`config.mk`:
```
export PLATFORM = sky130hd
export DESIGN_NAME = flash_cmd_ctrl
export DESIGN_NICKNAME = d
export VERILOG_FILES = /design/src/rtl/flash_cmd_pkg.sv /design/src/rtl/flash_busy_timer.sv /design/src/rtl/flash_lock_bits.sv /design/src/rtl/flash_cmd_decode.sv /design/src/rtl/flash_cmd_ctrl.sv
export SDC_FILE = /design/constraint.sdc
export NUM_CORES = 1
export LEC_CHECK = 0
export BUFFER_PORTS_ARGS = -buffer_cell sky130_fd_sc_hd__buf_2
export CAP_MARGIN = 20
export CORE_UTILIZATION = 30
export CTS_CLUSTER_DIAMETER = 100
export DETAILED_ROUTE_END_ITERATION = 10
export SLEW_MARGIN = 15
export SYNTH_ARGS = -nofsm -noshare
export SYNTH_HDL_FRONTEND = slang
export SYNTH_SLANG_ARGS = --single-unit
export TNS_END_PERCENT = 1
```
`constraint.sdc`:
```
create_clock -name clk -period 6.5 [get_ports clk]
set_input_delay 0.65 -clock clk [delete_from_list [all_inputs] [get_ports clk]]
set_output_delay 0.65 -clock clk [all_outputs]
set_load 0.01 [all_outputs]
```
`src/rtl/flash_cmd_pkg.sv`:
```
package flash_cmd_pkg;

  typedef enum logic [1:0] {
    MODE_ARRAY  = 2'd0,
    MODE_STATUS = 2'd1,
    MODE_IDENT  = 2'd2,
    MODE_QUERY  = 2'd3
  } rd_mode_e;

  typedef enum logic [2:0] {
    SEQ_IDLE,
    SEQ_PROG,
    SEQ_ERASE,
    SEQ_LOCK,
    SEQ_PROT
  } seq_e;

  localparam logic [1:0] OP_PROG  = 2'd0;
  localparam logic [1:0] OP_ERASE = 2'd1;
  localparam logic [1:0] OP_PROT  = 2'd2;

  localparam logic [7:0] CMD_RD_ARRAY = 8'hFF;
  localparam logic [7:0] CMD_RD_STAT  = 8'h70;
  localparam logic [7:0] CMD_RD_IDENT = 8'h90;
  localparam logic [7:0] CMD_RD_QUERY = 8'h98;
  localparam logic [7:0] CMD_CLR_STAT = 8'h50;
  localparam logic [7:0] CMD_PROG     = 8'h40;
  localparam logic [7:0] CMD_PROG_ALT = 8'h10;
  localparam logic [7:0] CMD_ERASE    = 8'h20;
  localparam logic [7:0] CMD_LOCK     = 8'h60;
  localparam logic [7:0] CMD_PROT     = 8'hC0;
  localparam logic [7:0] CMD_CONFIRM  = 8'hD0;
  localparam logic [7:0] CMD_LOCK_SET = 8'h01;

  // error vector positions: [0] voltage, [1] program/set-lock, [2] erase/clear-lock
  localparam logic [2:0] ERR_VOLT = 3'b001;
  localparam logic [2:0] ERR_PGM  = 3'b010;
  localparam logic [2:0] ERR_ERS  = 3'b100;

endpackage

```
`src/rtl/flash_busy_timer.sv`:
```
module flash_busy_timer #(
  parameter int CW = 16
) (
  input  logic          clk,
  input  logic          rst,
  input  logic          start,
  input  logic [CW-1:0] len,
  output logic          ready
);
  logic [CW-1:0] cnt;
  logic [CW-1:0] load;

  always_comb load = (len == '0) ? CW'(1) : len;

  always_ff @(posedge clk) begin
    if (rst)               cnt <= '0;
    else if (start)        cnt <= load;
    else if (cnt != '0)    cnt <= cnt - CW'(1);
  end

  assign ready = (cnt == '0);
endmodule

```
`src/rtl/flash_lock_bits.sv`:
```
module flash_lock_bits #(
  parameter int NBLK = 64,
  localparam int BW  = $clog2(NBLK)
) (
  input  logic            clk,
  input  logic            rst,
  input  logic            set_en,
  input  logic            clr_all,
  input  logic [BW-1:0]   wr_blk,
  input  logic [BW-1:0]   rd_blk,
  output logic            wr_hit,
  output logic            rd_hit,
  output logic [NBLK-1:0] locks
);
  for (genvar b = 0; b < NBLK; b++) begin : g_bit
    always_ff @(posedge clk) begin
      if (rst || clr_all)                    locks[b] <= 1'b0;
      else if (set_en && wr_blk == BW'(b))   locks[b] <= 1'b1;
    end
  end

  assign wr_hit = locks[wr_blk];
  assign rd_hit = locks[rd_blk];
endmodule

```
`src/rtl/flash_cmd_decode.sv`:
```
module flash_cmd_decode
  import flash_cmd_pkg::*;
#(
  parameter int AW = 22,
  parameter int DW = 16
) (
  input  logic          clk,
  input  logic          rst,
  input  logic          wr_en,
  input  logic [AW-1:0] wr_addr,
  input  logic [DW-1:0] wr_data,
  input  logic          vpen_ok,
  input  logic          ready,
  input  logic          lock_hit,
  output rd_mode_e      mode,
  output logic [2:0]    err,
  output logic          start,
  output logic          lock_set,
  output logic          lock_clr,
  output logic          arr_req,
  output logic [1:0]    arr_op,
  output logic [AW-1:0] arr_addr,
  output logic [DW-1:0] arr_wdata
);
  seq_e       seq, seq_n;
  rd_mode_e   mode_n;
  logic [2:0] err_n;
  logic       go_arr;
  logic [1:0] op_n;
  logic [7:0] cmd;

  assign cmd = wr_data[7:0];

  always_comb begin
    seq_n    = seq;
    mode_n   = mode;
    err_n    = err;
    start    = 1'b0;
    go_arr   = 1'b0;
    op_n     = OP_PROG;
    lock_set = 1'b0;
    lock_clr = 1'b0;
    if (wr_en) begin
      if (seq == SEQ_IDLE) begin
        case (cmd)
          CMD_RD_ARRAY: mode_n = MODE_ARRAY;
          CMD_RD_STAT:  mode_n = MODE_STATUS;
          CMD_RD_IDENT: mode_n = MODE_IDENT;
          CMD_RD_QUERY: mode_n = MODE_QUERY;
          CMD_CLR_STAT: if (ready) err_n = '0;
          CMD_PROG, CMD_PROG_ALT: if (ready) seq_n = SEQ_PROG;
          CMD_ERASE:    if (ready) seq_n = SEQ_ERASE;
          CMD_LOCK:     if (ready) seq_n = SEQ_LOCK;
          CMD_PROT:     if (ready) seq_n = SEQ_PROT;
          default: ;
        endcase
      end else begin
        seq_n  = SEQ_IDLE;
        mode_n = MODE_STATUS;
        case (seq)
          SEQ_PROG, SEQ_PROT: begin
            if (!vpen_ok)                         err_n = err | ERR_VOLT | ERR_PGM;
            else if (seq == SEQ_PROG && lock_hit) err_n = err | ERR_PGM;
            else begin
              start  = 1'b1;
              go_arr = 1'b1;
              op_n   = (seq == SEQ_PROG) ? OP_PROG : OP_PROT;
            end
          end
          SEQ_ERASE: begin
            if (cmd != CMD_CONFIRM) err_n = err | ERR_PGM | ERR_ERS;
            else if (!vpen_ok)      err_n = err | ERR_VOLT | ERR_ERS;
            else if (lock_hit)      err_n = err | ERR_ERS;
            else begin
              start  = 1'b1;
              go_arr = 1'b1;
              op_n   = OP_ERASE;
            end
          end
          SEQ_LOCK: begin
            if (cmd == CMD_LOCK_SET) begin
              if (!vpen_ok) err_n = err | ERR_VOLT | ERR_PGM;
              else begin start = 1'b1; lock_set = 1'b1; end
            end else if (cmd == CMD_CONFIRM) begin
              if (!vpen_ok) err_n = err | ERR_VOLT | ERR_ERS;
              else begin start = 1'b1; lock_clr = 1'b1; end
            end else begin
              err_n = err | ERR_PGM | ERR_ERS;
            end
          end
          default: ;
        endcase
      end
    end
  end

  always_ff @(posedge clk) begin
    if (rst) begin
      seq       <= SEQ_IDLE;
      mode      <= MODE_ARRAY;
      err       <= '0;
      arr_req   <= 1'b0;
      arr_op    <= OP_PROG;
      arr_addr  <= '0;
      arr_wdata <= '0;
    end else begin
      seq     <= seq_n;
      mode    <= mode_n;
      err     <= err_n;
      arr_req <= go_arr;
      if (go_arr) begin
        arr_op    <= op_n;
        arr_addr  <= wr_addr;
        arr_wdata <= wr_data;
      end
    end
  end
endmodule

```
`src/rtl/flash_cmd_ctrl.sv`:
```
module flash_cmd_ctrl
  import flash_cmd_pkg::*;
#(
  parameter int          AW        = 22,
  parameter int          DW        = 16,
  parameter int          NBLK      = 64,
  parameter int          CW        = 16,
  parameter logic [15:0] ID_MAKER  = 16'h0055,
  parameter logic [15:0] ID_DEVICE = 16'h2241
) (
  input  logic          clk,
  input  logic          rst,
  input  logic          wr_en,
  input  logic [AW-1:0] wr_addr,
  input  logic [DW-1:0] wr_data,
  input  logic [AW-1:0] rd_addr,
  output logic [DW-1:0] rd_data,
  input  logic          vpen_ok,
  input  logic [CW-1:0] op_cycles,
  output logic          ready,
  output logic          arr_req,
  output logic [1:0]    arr_op,
  output logic [AW-1:0] arr_addr,
  output logic [DW-1:0] arr_wdata,
  input  logic [DW-1:0] arr_rdata
);
  localparam int BW   = $clog2(NBLK);
  localparam int OFFW = AW - BW;

  rd_mode_e        rd_mode;
  logic [2:0]      err_bits;
  logic            op_start, lk_set, lk_clr, lk_wr_hit, lk_rd_hit;
  logic [NBLK-1:0] lock_vec;
  logic [7:0]      status;
  logic [OFFW-1:0] rd_off;

  flash_cmd_decode #(.AW(AW), .DW(DW)) i_dec (
    .clk(clk), .rst(rst), .wr_en(wr_en), .wr_addr(wr_addr), .wr_data(wr_data),
    .vpen_ok(vpen_ok), .ready(ready), .lock_hit(lk_wr_hit), .mode(rd_mode),
    .err(err_bits), .start(op_start), .lock_set(lk_set), .lock_clr(lk_clr),
    .arr_req(arr_req), .arr_op(arr_op), .arr_addr(arr_addr), .arr_wdata(arr_wdata)
  );

  flash_lock_bits #(.NBLK(NBLK)) i_lock (
    .clk(clk), .rst(rst), .set_en(lk_set), .clr_all(lk_clr),
    .wr_blk(wr_addr[AW-1 -: BW]), .rd_blk(rd_addr[AW-1 -: BW]),
    .wr_hit(lk_wr_hit), .rd_hit(lk_rd_hit), .locks(lock_vec)
  );

  flash_busy_timer #(.CW(CW)) i_timer (
    .clk(clk), .rst(rst), .start(op_start), .len(op_cycles), .ready(ready)
  );

  assign status = {ready, 1'b0, err_bits[2], err_bits[1], err_bits[0], 3'b000};
  assign rd_off = rd_addr[OFFW-1:0];

  always_ff @(posedge clk) begin
    if (rst) rd_data <= '0;
    else begin
      case (rd_mode)
        MODE_ARRAY:  rd_data <= arr_rdata;
        MODE_STATUS: rd_data <= DW'(status);
        MODE_IDENT: begin
          if (rd_off == OFFW'(0))      rd_data <= DW'(ID_MAKER);
          else if (rd_off == OFFW'(1)) rd_data <= DW'(ID_DEVICE);
          else if (rd_off == OFFW'(2)) rd_data <= DW'(lk_rd_hit);
          else                         rd_data <= '0;
        end
        default: begin
          if (rd_off == OFFW'(16'h10))      rd_data <= DW'(16'h0051);
          else if (rd_off == OFFW'(16'h11)) rd_data <= DW'(16'h0052);
          else if (rd_off == OFFW'(16'h12)) rd_data <= DW'(16'h0059);
          else                              rd_data <= '0;
        end
      endcase
    end
  end
endmodule

```
==> reports/metrics.csv, run 1 <==
metric,value,unit
Min-Delay Path Depth,2,
Clk pwr share,42.3,%
Initial DRT Pass Iterations,5,
drt drc,0,
r2r setup slk,3.71,ns
Finished Layout Cells,1263,
gr ovfl total,0,
Post-Synthesis Net Count,910,
number of global-route vias before repair,5669,
syn_area_per_cell,8.79,sq um
CTS tree,yes,
Total GRT Usage,16.1,%
FP Rows,56,
most frequent cells in the layout,"buf_2, dfxtp_1, nor2_1",
Critical Path End Type,register,
Fin. Hold Viols,0,
Die Wd,156,microns
Cells after Synth,813,
clk sinks,145,
number of antenna diodes,0,
CP Max Fanout,40,
register area,2900,sq um
Area Overhead vs Synth,21.7,%
mux contribution to synthesized area,17.8,%
main flop type after synthesis,dfxtp_1,
I/O pin cnt,154,
fill cell count,2435,
"most common cell after layout, fill and taps aside",buf_2,
Worst slew margin,28.1,%
Synth Area in Compound Gates,13.4,%
Iter 0 DRT Violations,510,
sequential area share after synthesis,40.6,%
hold_ws,0.422,ns
Max Freq,299,MHz
outcome,finished clean,
CTS buffer count,17,
Ys Warns,0,
Die ar.,24400,sq um
antenna violations before repair,0,
Fin Setup TNS,0,ns
starting density of the core,30.5,%
origin of the critical flop-to-flop path,i_timer.cnt[7]$_SDFFE_PP0P_,
Root Driver,clkbuf_16,
worst-case reg-to-reg path depth,7,
WHS Endpoint,rd_data[8]$_SDFF_PP0_,
height of the die,156,microns
FF-to-FF End,i_dec.err[1]$_SDFFE_PP0P_,
post-synth cell types,61,
Vias per Instance,5.02,
Final Net Count,1029,
Post-synth EDFFs,0,
Post-DP Area,8090,sq um
Final Power,2.35,mW
Power Dens Cells,271,nW/um^2
Core ar.,23400,sq um
WP data arrival,3.69,ns
routed len/inst,15.5,microns
unrepaired setup endpoints after global routing,no,
worst path required time,6.84,ns
measured slew at the worst slew-check pin,1.08,ns
period utilisation layout,51.4,%
largest family of logic cells by synthesized area,simple AND/OR/NAND/NOR gates,
antenna-violating nets left,0,
# hold bufs at CTS,0,
min-delay src,arr_rdata[8],
Sw Ratio,27.6,%
CP startpoint kind,input pin,
Post-synth ARST share,0,%
Finished Cell Area,8700,sq um
Synth Register Bits,145,
clk slew on worst S/H paths,0.07,ns
Synth Cell Area,7150,sq um
peak supply drop,0.000148,V
clock latency on the worst-skew pair,0.42,ns
Post-CTS Setup Inserts,0,
adder-cell share of the synthesized area,0.175,%
final setup vio count,0,
Internal Pwr Total,1.70,mW
layout cells sized above 1,24.5,%
min Tclk post-route,3.34,ns
drt total wl,19600,microns
max cap viols,0,
net switching power,650,uW
Comb pwr share,16.8,%
xor/xnor share of the synthesized area,1.59,%
H-tree Lvls,4,
first-pass GRT wire length,30600,microns
PostCTS Resize Cnt,0,
DP HPWL,13700,microns
dpl cells,1231,
multi-input gate area in the final layout,3950,sq um
Buffers on Ports,153,
GP Congestion,0.835,
Simple-Gate Fraction of Synth Area,21.9,%
cell leakage power,3.51,nW
part of the power in registers,40.9,%
Bufs on Longest Clock Path,2,
setup skew after layout,0.0119,ns
"Slew Viols, Final",0,
largest net degree at the start of global routing,83,
HP Class,input pin to register,
crit path kind,input pin to register,
vias,6340,
[Yosys cell counts (all sizes together) (2+ instances only)]
cell / count / area (sq um)
mux2i: 80 / 801
and3: 2 / 12.5
buf: 23 / 145
nor2: 116 / 443
o31ai: 7 / 90.1
a22oi: 17 / 128
mux4: 21 / 473
xor2: 8 / 70.1
inv: 12 / 45.0
and2: 8 / 50.1
a41o: 2 / 20.0
a211oi: 7 / 57.6
nand4b: 2 / 17.5
a31o: 2 / 17.5
a31oi: 2 / 12.5
nand3: 14 / 75.1
nor4: 13 / 109
or3: 7 / 48.8
o21ai: 19 / 95.1
and4: 3 / 26.3
nand2: 112 / 420
nor2b: 5 / 31.3
nand4: 6 / 37.5
nor4b: 3 / 26.3
nand2b: 9 / 56.3
nor3: 22 / 131
xnor2: 5 / 43.8
a32oi: 3 / 26.3
or4: 5 / 45.0
nor3b: 4 / 30.0
dfxtp: 145 / 2900
a21oi: 82 / 410
clkbuf: 34 / 128
[registers in the layout, summed over array words and instances, names as in the netlist]
register,cells
i_dec.mode,2
i_dec.seq,3
rd_data,16
i_dec.arr_req,1
i_dec.arr_wdata,16
i_dec.err,3
i_lock.locks,64
i_timer.cnt,16
i_dec.arr_op,2
i_dec.arr_addr,22
[area by class of cell]
class,count,area share (%)
Multi-Input combinational cell,599,45.4
Inverter,12,0.518
Sequential cell,145,33.4
Clock inverter,11,1.51
Tap cell,319,4.59
Clock buffer,20,5.37
Timing Repair Buffer,157,9.19
[per-layer routing]
layer | global-route usage [%] | routed length [microns] | vias up
met4 | 4.86 | 272 | 0
met5 | 0 | 0 | -
met1 | 21.5 | 9180 | 2990
met2 | 25.8 | 9030 | 213
li1 | - | - | 3118
met3 | 3.43 | 1130 | 19
[metrics by stage]
| step | setup slack, ns | utilization (%) |
|---|---|---|
| 2_1_floorplan | 3.74 | - |
| 3_3_place_gp | 2.81 | 34.6 |
| 3_5_place_dp | 2.73 | 34.6 |
| 4_1_cts | 3.19 | 37.1 |
| 5_1_grt | 3.00 | 37.2 |
| 6_report | 3.16 | 37.2 |
[cells by family after synthesis]
logic type,after synthesis
and+or+nand+nor,332
DFF,145
buffers and inverters,69
AOI/OAI and AO/OA,152
adders and majority gates,1
muxes,101
xor gates and xnor gates,13
[worst max path at each step]
stage / from / endpoint / depth (start not counted)
after floorplan: rd_addr[16] / rd_data[0]$_SDFF_PP0_ / 7
after global placement: wr_addr[17] / i_timer.cnt[14]$_SDFFE_PP0P_ / 9
after detailed placement: wr_addr[17] / i_timer.cnt[14]$_SDFFE_PP0P_ / 9
after CTS: wr_addr[17] / i_timer.cnt[10]$_SDFFE_PP0P_ / 9
after global routing: wr_addr[17] / i_dec.arr_addr[4]$_SDFFE_PP0P_ / 10
final: wr_addr[17] / i_dec.arr_wdata[7]$_SDFFE_PP0P_ / 10
[power by group through the flow]
stage               clock network [mW]  registers, mW  logic (mW)
floorplan                            0          0.976       0.303
global placement                     0          0.980       0.394
detailed placement                   0          0.979       0.398
CTS                               1.02          0.961       0.398
global route                      1.05          0.967       0.442
finish                           0.994          0.962       0.396
[worst max-delay path, stage by stage]
cell and delay, ns:
buf_2 0.79, mux2i_1 0.35, a22oi_1 0.13, nand4_1 0.15, nand2_1 0.11, nor3_2 0.28, nor2_2 0.13, o31ai_4 0.22
buf_4 0.55, mux2i_1 0.25
Note: power is estimated with default switching activity, not from simulation.
==> run 2, diff against run 1 <==
--- a/config.mk
+++ b/config.mk
@@ -5,6 +5,7 @@
 export SDC_FILE = /design/constraint.sdc
 export NUM_CORES = 1
 export LEC_CHECK = 0
+export ABC_AREA = 1
 export BUFFER_PORTS_ARGS = -buffer_cell sky130_fd_sc_hd__buf_2
 export CAP_MARGIN = 20
 export CORE_UTILIZATION = 30
==> constraint.sdc (replaced) <==
create_clock -name clk -period 3 [get_ports clk]
set_input_delay 0.3 -clock clk [delete_from_list [all_inputs] [get_ports clk]]
set_output_delay 0.3 -clock clk [all_outputs]
set_load 0.01 [all_outputs]
==> run 2 against run 1 <==
Combinational power is 140% higher; highest routed layer unchanged; synthesized cell count rose by 36%; worst setup slack worse by 2.8 ns; clock skew fell by 0.0013 ns; non-clock buffer count grew 14; final cell count increased by 24%; global-route usage increased by 3.0 points; clock-buffer cell count up 2.
==> reports/metrics.csv, run 2 <==
metric,value,unit,change
outcome,finished clean,,unchanged
peak supply drop,0.000376,V,was 0.000148 V
largest net degree at the start of global routing,65,,was 83
CP startpoint kind,register,,was input pin
Comb pwr share,17.7,%,was 16.8%
Critical Path End Type,output port,,was register
hold_ws,0.101,ns,was 0.422 ns
multi-input gate area in the final layout,3740,sq um,was 3950 sq um
clock latency on the worst-skew pair,0.42,ns,about the same
Core ar.,23500,sq um,was 23400 sq um
gr ovfl total,0,,unchanged
Post-DP Area,8310,sq um,was 8090 sq um
Post-CTS Setup Inserts,0,,unchanged
clk sinks,145,,unchanged
crit path kind,register to output port,,was input pin to register
Min-Delay Path Depth,3,,was 2
main flop type after synthesis,dfxtp_1,,unchanged
Die Wd,157,microns,was 156 microns
part of the power in registers,39.1,%,was 40.9%
Max stage delay on crit path,0.32,ns,was 0.79 ns
cell leakage power,3.82,nW,was 3.51 nW
Cells after Synth,1102,,was 813
CTS buffer count,17,,unchanged
Power Dens Cells,595,nW/um^2,was 271 nW/um^2
Clk pwr share,43.2,%,was 42.3%
met3 usage,4.93,%,was 3.43%
net switching power,1.46,mW,was 650 uW
fill cell count,2555,,was 2435
setup skew after layout,0.0106,ns,was 0.0119 ns
post-synth cell types,37,,was 61
Buffers on Ports,153,,unchanged
Iter 0 DRT Violations,638,,was 510
"delay-heaviest family, CP",simple AND/OR/NAND/NOR gates,,was buffers and inverters
WP data arrival,2.37,ns,was 3.69 ns
drt total wl,23000,microns,was 19600 microns
crit path cell chain,inv_1 > ha_1 > nand2_1 > nor3_1 > nand2_1 > nor2_1 > nand2_1 > nor2_1 > nand3_1 > nor2_1 > buf_4 > buf_2,,was buf_2 > mux2i_1 > a22oi_1 > nand4_1 > nand2_1 > nor3_2 > nor2_2 > o31ai_4 > buf_4 > mux2i_1
Synth Cell Area,7220,sq um,was 7150 sq um
busiest layer in global routing,met2,,unchanged
CP Max Fanout,3,,was 40
starting density of the core,30.7,%,was 30.5%
Sw Ratio,27.4,%,was 27.6%
register area,2900,sq um,unchanged
Vias per Instance,4.94,,was 5.02
Internal Pwr Total,3.86,mW,was 1.70 mW
# hold bufs at CTS,0,,unchanged
min Tclk post-route,2.67,ns,
Post-Synthesis Net Count,1199,,was 910
DP HPWL,16200,microns,was 13700 microns
Area Overhead vs Synth,24.1,%,was 21.7%
Finished Layout Cells,1566,,was 1263
syn_area_per_cell,6.55,sq um,was 8.79 sq um
CTS tree,yes,,unchanged
Reg with most FFs,i_lock.locks,,unchanged
Synth area leader,dfxtp_1,,unchanged
sequential area share after synthesis,40.2,%,was 40.6%
GP Congestion,0.889,,was 0.835
share of the synthesized area in the top cell type,40.2,%,was 40.6%
Regs by FF count,"i_lock.locks x64, i_dec.arr_addr x22",,unchanged
dpl cells,1534,,was 1231
Initial DRT Pass Iterations,5,,unchanged
number of flip-flops in the largest register,64,,unchanged
Synth area leaders,"dfxtp_1, nand2_1, nor2_1, a21oi_1, nand3_1",,"was dfxtp_1, mux2i_1, mux4_2, nor2_1, nand2_1"
Ys Warns,0,,unchanged
vias,7742,,was 6340
Root Driver,clkbuf_16,,unchanged
antenna violations before repair,1,,was 0
Worst slew margin,53.4,%,was 28.1%
Synth Register Bits,145,,unchanged
layout cells sized above 1,16.9,%,was 24.5%
Post-synth EDFFs,0,,unchanged
max cap viols,0,,unchanged
Fin Setup TNS,0,ns,unchanged
worst path buffer plus inverter count,3,,was 2
worst-case reg-to-reg path depth,15,,was 7
unrepaired setup endpoints after global routing,no,,unchanged
HP Class,input pin to register,,unchanged
Bufs on Longest Clock Path,2,,unchanged
Die ar.,24700,sq um,was 24400 sq um
"Slowest-stage cell, CP",dfxtp_1,,was buf_2
"logic depth of the worst path, buffers included",12,,was 10
final setup vio count,0,,unchanged
"Slew Viols, Final",0,,unchanged
most frequent cells in the layout,"nand2_1, nor2_1, buf_2",,"was buf_2, dfxtp_1, nor2_1"
measured slew at the worst slew-check pin,0.697,ns,was 1.08 ns
first-pass GRT wire length,37000,microns,was 30600 microns
drt drc,0,,unchanged
H-tree Lvls,4,,unchanged
Fin. Hold Viols,0,,unchanged
routed len/inst,14.7,microns,was 15.5 microns
Post-synth ARST share,0,%,unchanged
Final Net Count,1331,,was 1029
Finished Cell Area,8950,sq um,was 8700 sq um
FP Rows,56,,unchanged
"most common cell after layout, fill and taps aside",nand2_1,,was buf_2
clk slew on worst S/H paths,0.07,ns,about the same
I/O pin cnt,154,,unchanged
antenna-violating nets left,0,,unchanged
most frequent cell after synthesis,nand2_1,,was dfxtp_1
met1 GRT Util,24.9,%,was 21.5%
Total GRT Usage,19.1,%,was 16.1%
height of the die,157,microns,was 156 microns
Max Freq,375,MHz,
worst path required time,2.70,ns,was 6.84 ns
PostCTS Resize Cnt,0,,unchanged
met2 Use GR,30.7,%,was 25.8%
period utilisation layout,88.8,%,
most common library cells after synthesis,"nand2_1, nor2_1, dfxtp_1",,"was dfxtp_1, nor2_1, nand2_1"
number of global-route vias before repair,7162,,was 5669
[run 2: cell count changes in the layout (fill, tap and decap cells not counted), sizes merged, moves of 40 or more]
cell   previous run  this run
nor2            116       169
nand2           112       248
nand3            14        94
inv              13        89
a31oi             2        42
o21ai            19        85
mux2i            80         0
[run 2: final timing paths]
kind	start	end	slack (ns)
worst min register to register	i_dec.arr_addr[11]$_SDFFE_PP0P_	i_dec.arr_addr[11]$_SDFFE_PP0P_	0.46
worst max-delay path	i_timer.cnt[0]$_SDFFE_PP0P_	ready	0.33
worst min-delay path	arr_rdata[12]	rd_data[12]$_SDFF_PP0_	0.10
worst max register to register	i_timer.cnt[0]$_SDFFE_PP0P_	i_dec.seq[1]$_SDFFE_PP0P_	0.62
[run 2: through the flow]
stage / total power [mW] / util (%) / setup slack [ns]
after CTS: 5.38 / 38.0 / 0.274
after detailed placement: 3.07 / 35.3 / 0.401
final: 5.32 / 38.0 / 0.335
after global routing: 5.60 / 38.0 / 0.0942
after floorplan: 2.78 / - / 0.819
after global placement: 3.06 / 35.3 / 0.383
[run 2: worst register-to-register path, delay by kind of cell (launching register included)]
kind,cells,cell delay [ns]
AOI/OAI and AO/OA,2,0.36
adders and majority gates,1,0.17
buffers and inverters,1,0.07
DFF,1,0.32
and+or+nand+nor,11,1.31
[run 2: power groups by stage]
stage | Combinational, mW | Sequential [mW] | Clock [mW]
after floorplan | 0.669 | 2.11 | 0
after global placement | 0.936 | 2.12 | 0
after detailed placement | 0.946 | 2.12 | 0
after CTS | 0.948 | 2.08 | 2.35
after global routing | 1.08 | 2.09 | 2.43
final | 0.941 | 2.08 | 2.30
[run 2: layout make-up]
cell class | count | area share [%]
antenna | 1 | 0.0279
inverter | 90 | 3.77
timing repair buffer | 171 | 10.5
clock buffer | 22 | 5.41
clock inverter | 9 | 1.72
sequential | 145 | 32.4
multi-input combinational | 809 | 41.7
tap | 319 | 4.46
[run 2: cells by family (layout without fill, tap and decap cells)]
logic type / Yosys count / after routing / share of synthesized area, %
AND/OR/NAND/NOR: 552 / 552 / 31.6
AO/OA/AOI/OAI: 245 / 245 / 18.4
buffers and inverters: 148 / 292 / 8.27
flip-flops: 145 / 145 / 40.2
XOR/XNOR: 11 / 11 / 1.33
adder cells (fa/ha/maj): 1 / 1 / 0.173
other: 0 / 1 / 0
[run 2: routing by layer]
metal / part of all wire, % / wire [microns] / up-vias
met2: 46 / 10500 / 272
met4: 1.5 / 352 / 0
met3: 6.7 / 1540 / 24
li1: - / - / 3903
met5: 0 / 0 / -
met1: 46 / 10600 / 3543
==> run 3, diff against run 2 <==
--- a/config.mk
+++ b/config.mk
@@ -6,11 +6,12 @@
 export NUM_CORES = 1
 export LEC_CHECK = 0
 export ABC_AREA = 1
-export BUFFER_PORTS_ARGS = -buffer_cell sky130_fd_sc_hd__buf_2
-export CAP_MARGIN = 20
+export BUFFER_PORTS_ARGS = -buffer_cell sky130_fd_sc_hd__buf_4
+export CAP_MARGIN = 10
 export CORE_UTILIZATION = 30
 export CTS_CLUSTER_DIAMETER = 100
 export DETAILED_ROUTE_END_ITERATION = 10
+export GPL_ROUTABILITY_DRIVEN = 0
 export SLEW_MARGIN = 15
 export SYNTH_ARGS = -nofsm -noshare
 export SYNTH_HDL_FRONTEND = slang
==> run 3 against run 2 <==
Highest routed layer unchanged; maximum frequency rose by 0.25%; final cell count fell by 0.26%; combinational power rose by 6%; first-iteration DRC count fell by 2.7%; total power fell by 1.1%; sequential power barely moved; hold slack improved by 0.0015 ns; die area did not move.
==> reports/metrics.csv, run 3 (synthesis results as in run 2) <==
metric,value,unit,change
outcome,finished clean,,unchanged
vias,7765,,was 7742
most frequent cells in the layout,"nand2_1, nor2_1, buf_4",,"was nand2_1, nor2_1, buf_2"
final setup vio count,0,,unchanged
"Slew Viols, Final",0,,unchanged
number of antenna diodes,0,,was 1
worst path required time,2.70,ns,about the same
Iter 0 DRT Violations,621,,was 638
PostCTS Resize Cnt,0,,unchanged
number of flip-flops in the largest register,64,,unchanged
antenna-violating nets left,0,,unchanged
height of the die,157,microns,unchanged
I/O pin cnt,154,,unchanged
antenna violations before repair,0,,was 1
clock latency on the worst-skew pair,0.43,ns,was 0.42 ns
Sw Ratio,28.8,%,was 27.4%
Bufs on Longest Clock Path,2,,unchanged
CTS buffer count,17,,unchanged
Max Freq,376,MHz,was 375 MHz
Post-CTS Setup Inserts,0,,unchanged
CP Max Fanout,3,,unchanged
Final Net Count,1327,,was 1331
hold_ws,0.103,ns,was 0.101 ns
Power Dens Cells,567,nW/um^2,was 595 nW/um^2
Die ar.,24700,sq um,unchanged
period utilisation layout,88.6,%,was 88.8%
net switching power,1.52,mW,was 1.46 mW
Initial DRT Pass Iterations,5,,unchanged
Fin Setup TNS,0,ns,unchanged
number of global-route vias before repair,7267,,was 7162
drt drc,0,,unchanged
Regs by FF count,"i_lock.locks x64, i_dec.arr_addr x22",,unchanged
H-tree Lvls,4,,unchanged
DP HPWL,15900,microns,was 16200 microns
first-pass GRT wire length,36900,microns,was 37000 microns
layout cells sized above 1,16.6,%,was 16.9%
Internal Pwr Total,3.75,mW,was 3.86 mW
part of the power in registers,39.5,%,was 39.1%
min Tclk post-route,2.66,ns,was 2.67 ns
HP Class,input pin to register,,unchanged
gr ovfl total,0,,unchanged
max cap viols,0,,unchanged
CP startpoint kind,register,,unchanged
fill cell count,2513,,was 2555
routed len/inst,14.8,microns,was 14.7 microns
Clk pwr share,41.5,%,was 43.2%
# hold bufs at CTS,0,,unchanged
FP Rows,56,,unchanged
starting density of the core,30.7,%,unchanged
crit path kind,register to output port,,unchanged
unrepaired setup endpoints after global routing,no,,unchanged
Root Driver,clkbuf_16,,unchanged
clk slew on worst S/H paths,0.06,ns,was 0.07 ns
Core ar.,23500,sq um,unchanged
Comb pwr share,19.0,%,was 17.7%
WP data arrival,2.36,ns,was 2.37 ns
Area Overhead vs Synth,28.7,%,was 24.1%
clk sinks,145,,unchanged
Reg with most FFs,i_lock.locks,,unchanged
Worst slew margin,51.3,%,was 53.4%
Vias per Instance,4.97,,was 4.94
Total GRT Usage,18.9,%,was 19.1%
Fin. Hold Viols,0,,unchanged
setup skew after layout,0.00961,ns,was 0.0106 ns
drt total wl,23100,microns,was 23000 microns
Buffers on Ports,153,,unchanged
largest net degree at the start of global routing,65,,unchanged
cell leakage power,3.86,nW,was 3.82 nW
Die Wd,157,microns,unchanged
measured slew at the worst slew-check pin,0.731,ns,was 0.697 ns
"most common cell after layout, fill and taps aside",nand2_1,,unchanged
peak supply drop,0.000380,V,was 0.000376 V
Critical Path End Type,output port,,unchanged
CTS tree,yes,,unchanged
==> run 3: worst paths after layout <==
kind                                     from                        end  slack, ns  cells past startpoint
hold / removal                  arr_rdata[12]     rd_data[12]$_SDFF_PP0_       0.10                      3
setup / recovery  i_timer.cnt[0]$_SDFFE_PP0P_                      ready       0.34                     12
hold reg to reg     i_dec.err[2]$_SDFFE_PP0P_  i_dec.err[2]$_SDFFE_PP0P_       0.45                      2
setup reg to reg  i_timer.cnt[0]$_SDFFE_PP0P_  i_dec.seq[1]$_SDFFE_PP0P_       0.47                     16
==> run 3: power by group through the flow <==
stage	registers, mW	logic, mW	clock network, mW
after global placement	2.12	0.991	0
after CTS	2.08	1.00	2.22
final	2.08	1.00	2.18
after global routing	2.09	1.13	2.29
after detailed placement	2.12	0.999	0
after floorplan	2.11	0.669	0
==> run 3: critical path, cell delays in order (launching register included) <==
cell and delay [ns]:
dfxtp_1 0.33, inv_1 0.08, ha_1 0.18, nand2_1 0.11, nor3_1 0.28, nand2_1 0.15, nor2_1 0.12, nand2_1 0.07
nor2_1 0.14, nand3_1 0.11, nor2_1 0.10, buf_4 0.15, buf_4 0.12
==> run 3: routing by layer <==
metal / up-vias / global-route usage [%] / part of all wire [%]
li1: 3904 / - / -
met1: 3591 / 25.1 / 46
met2: 244 / 29.9 / 45
met3: 26 / 4.68 / 7.4
met4: 0 / 6.52 / 1.6
met5: - / 0 / 0
==> run 3: cell type report <==
type | instances | area [sq um] | share of cell area (%)
clock inverters | 12 | 158 | 1.70
well taps | 319 | 399 | 4.30
clock buffers | 20 | 437 | 4.70
inverters | 90 | 338 | 3.64
multi-input cells | 809 | 3740 | 40.2
repair buffers | 167 | 1320 | 14.2
flip-flops and latches | 145 | 2900 | 31.3
==> run 3: through the flow <==
step	util [%]	setup WS [ns]	cells	power (mW)	area (sq um)
2_1_floorplan	-	0.819	1102	2.78	7220
3_3_place_gp	36.9	0.511	1530	3.11	8690
3_5_place_dp	36.9	0.450	1530	3.12	8690
4_1_cts	39.4	0.314	1562	5.30	9290
5_1_grt	39.4	0.209	1562	5.52	9290
6_report	39.4	0.341	1562	5.26	9290
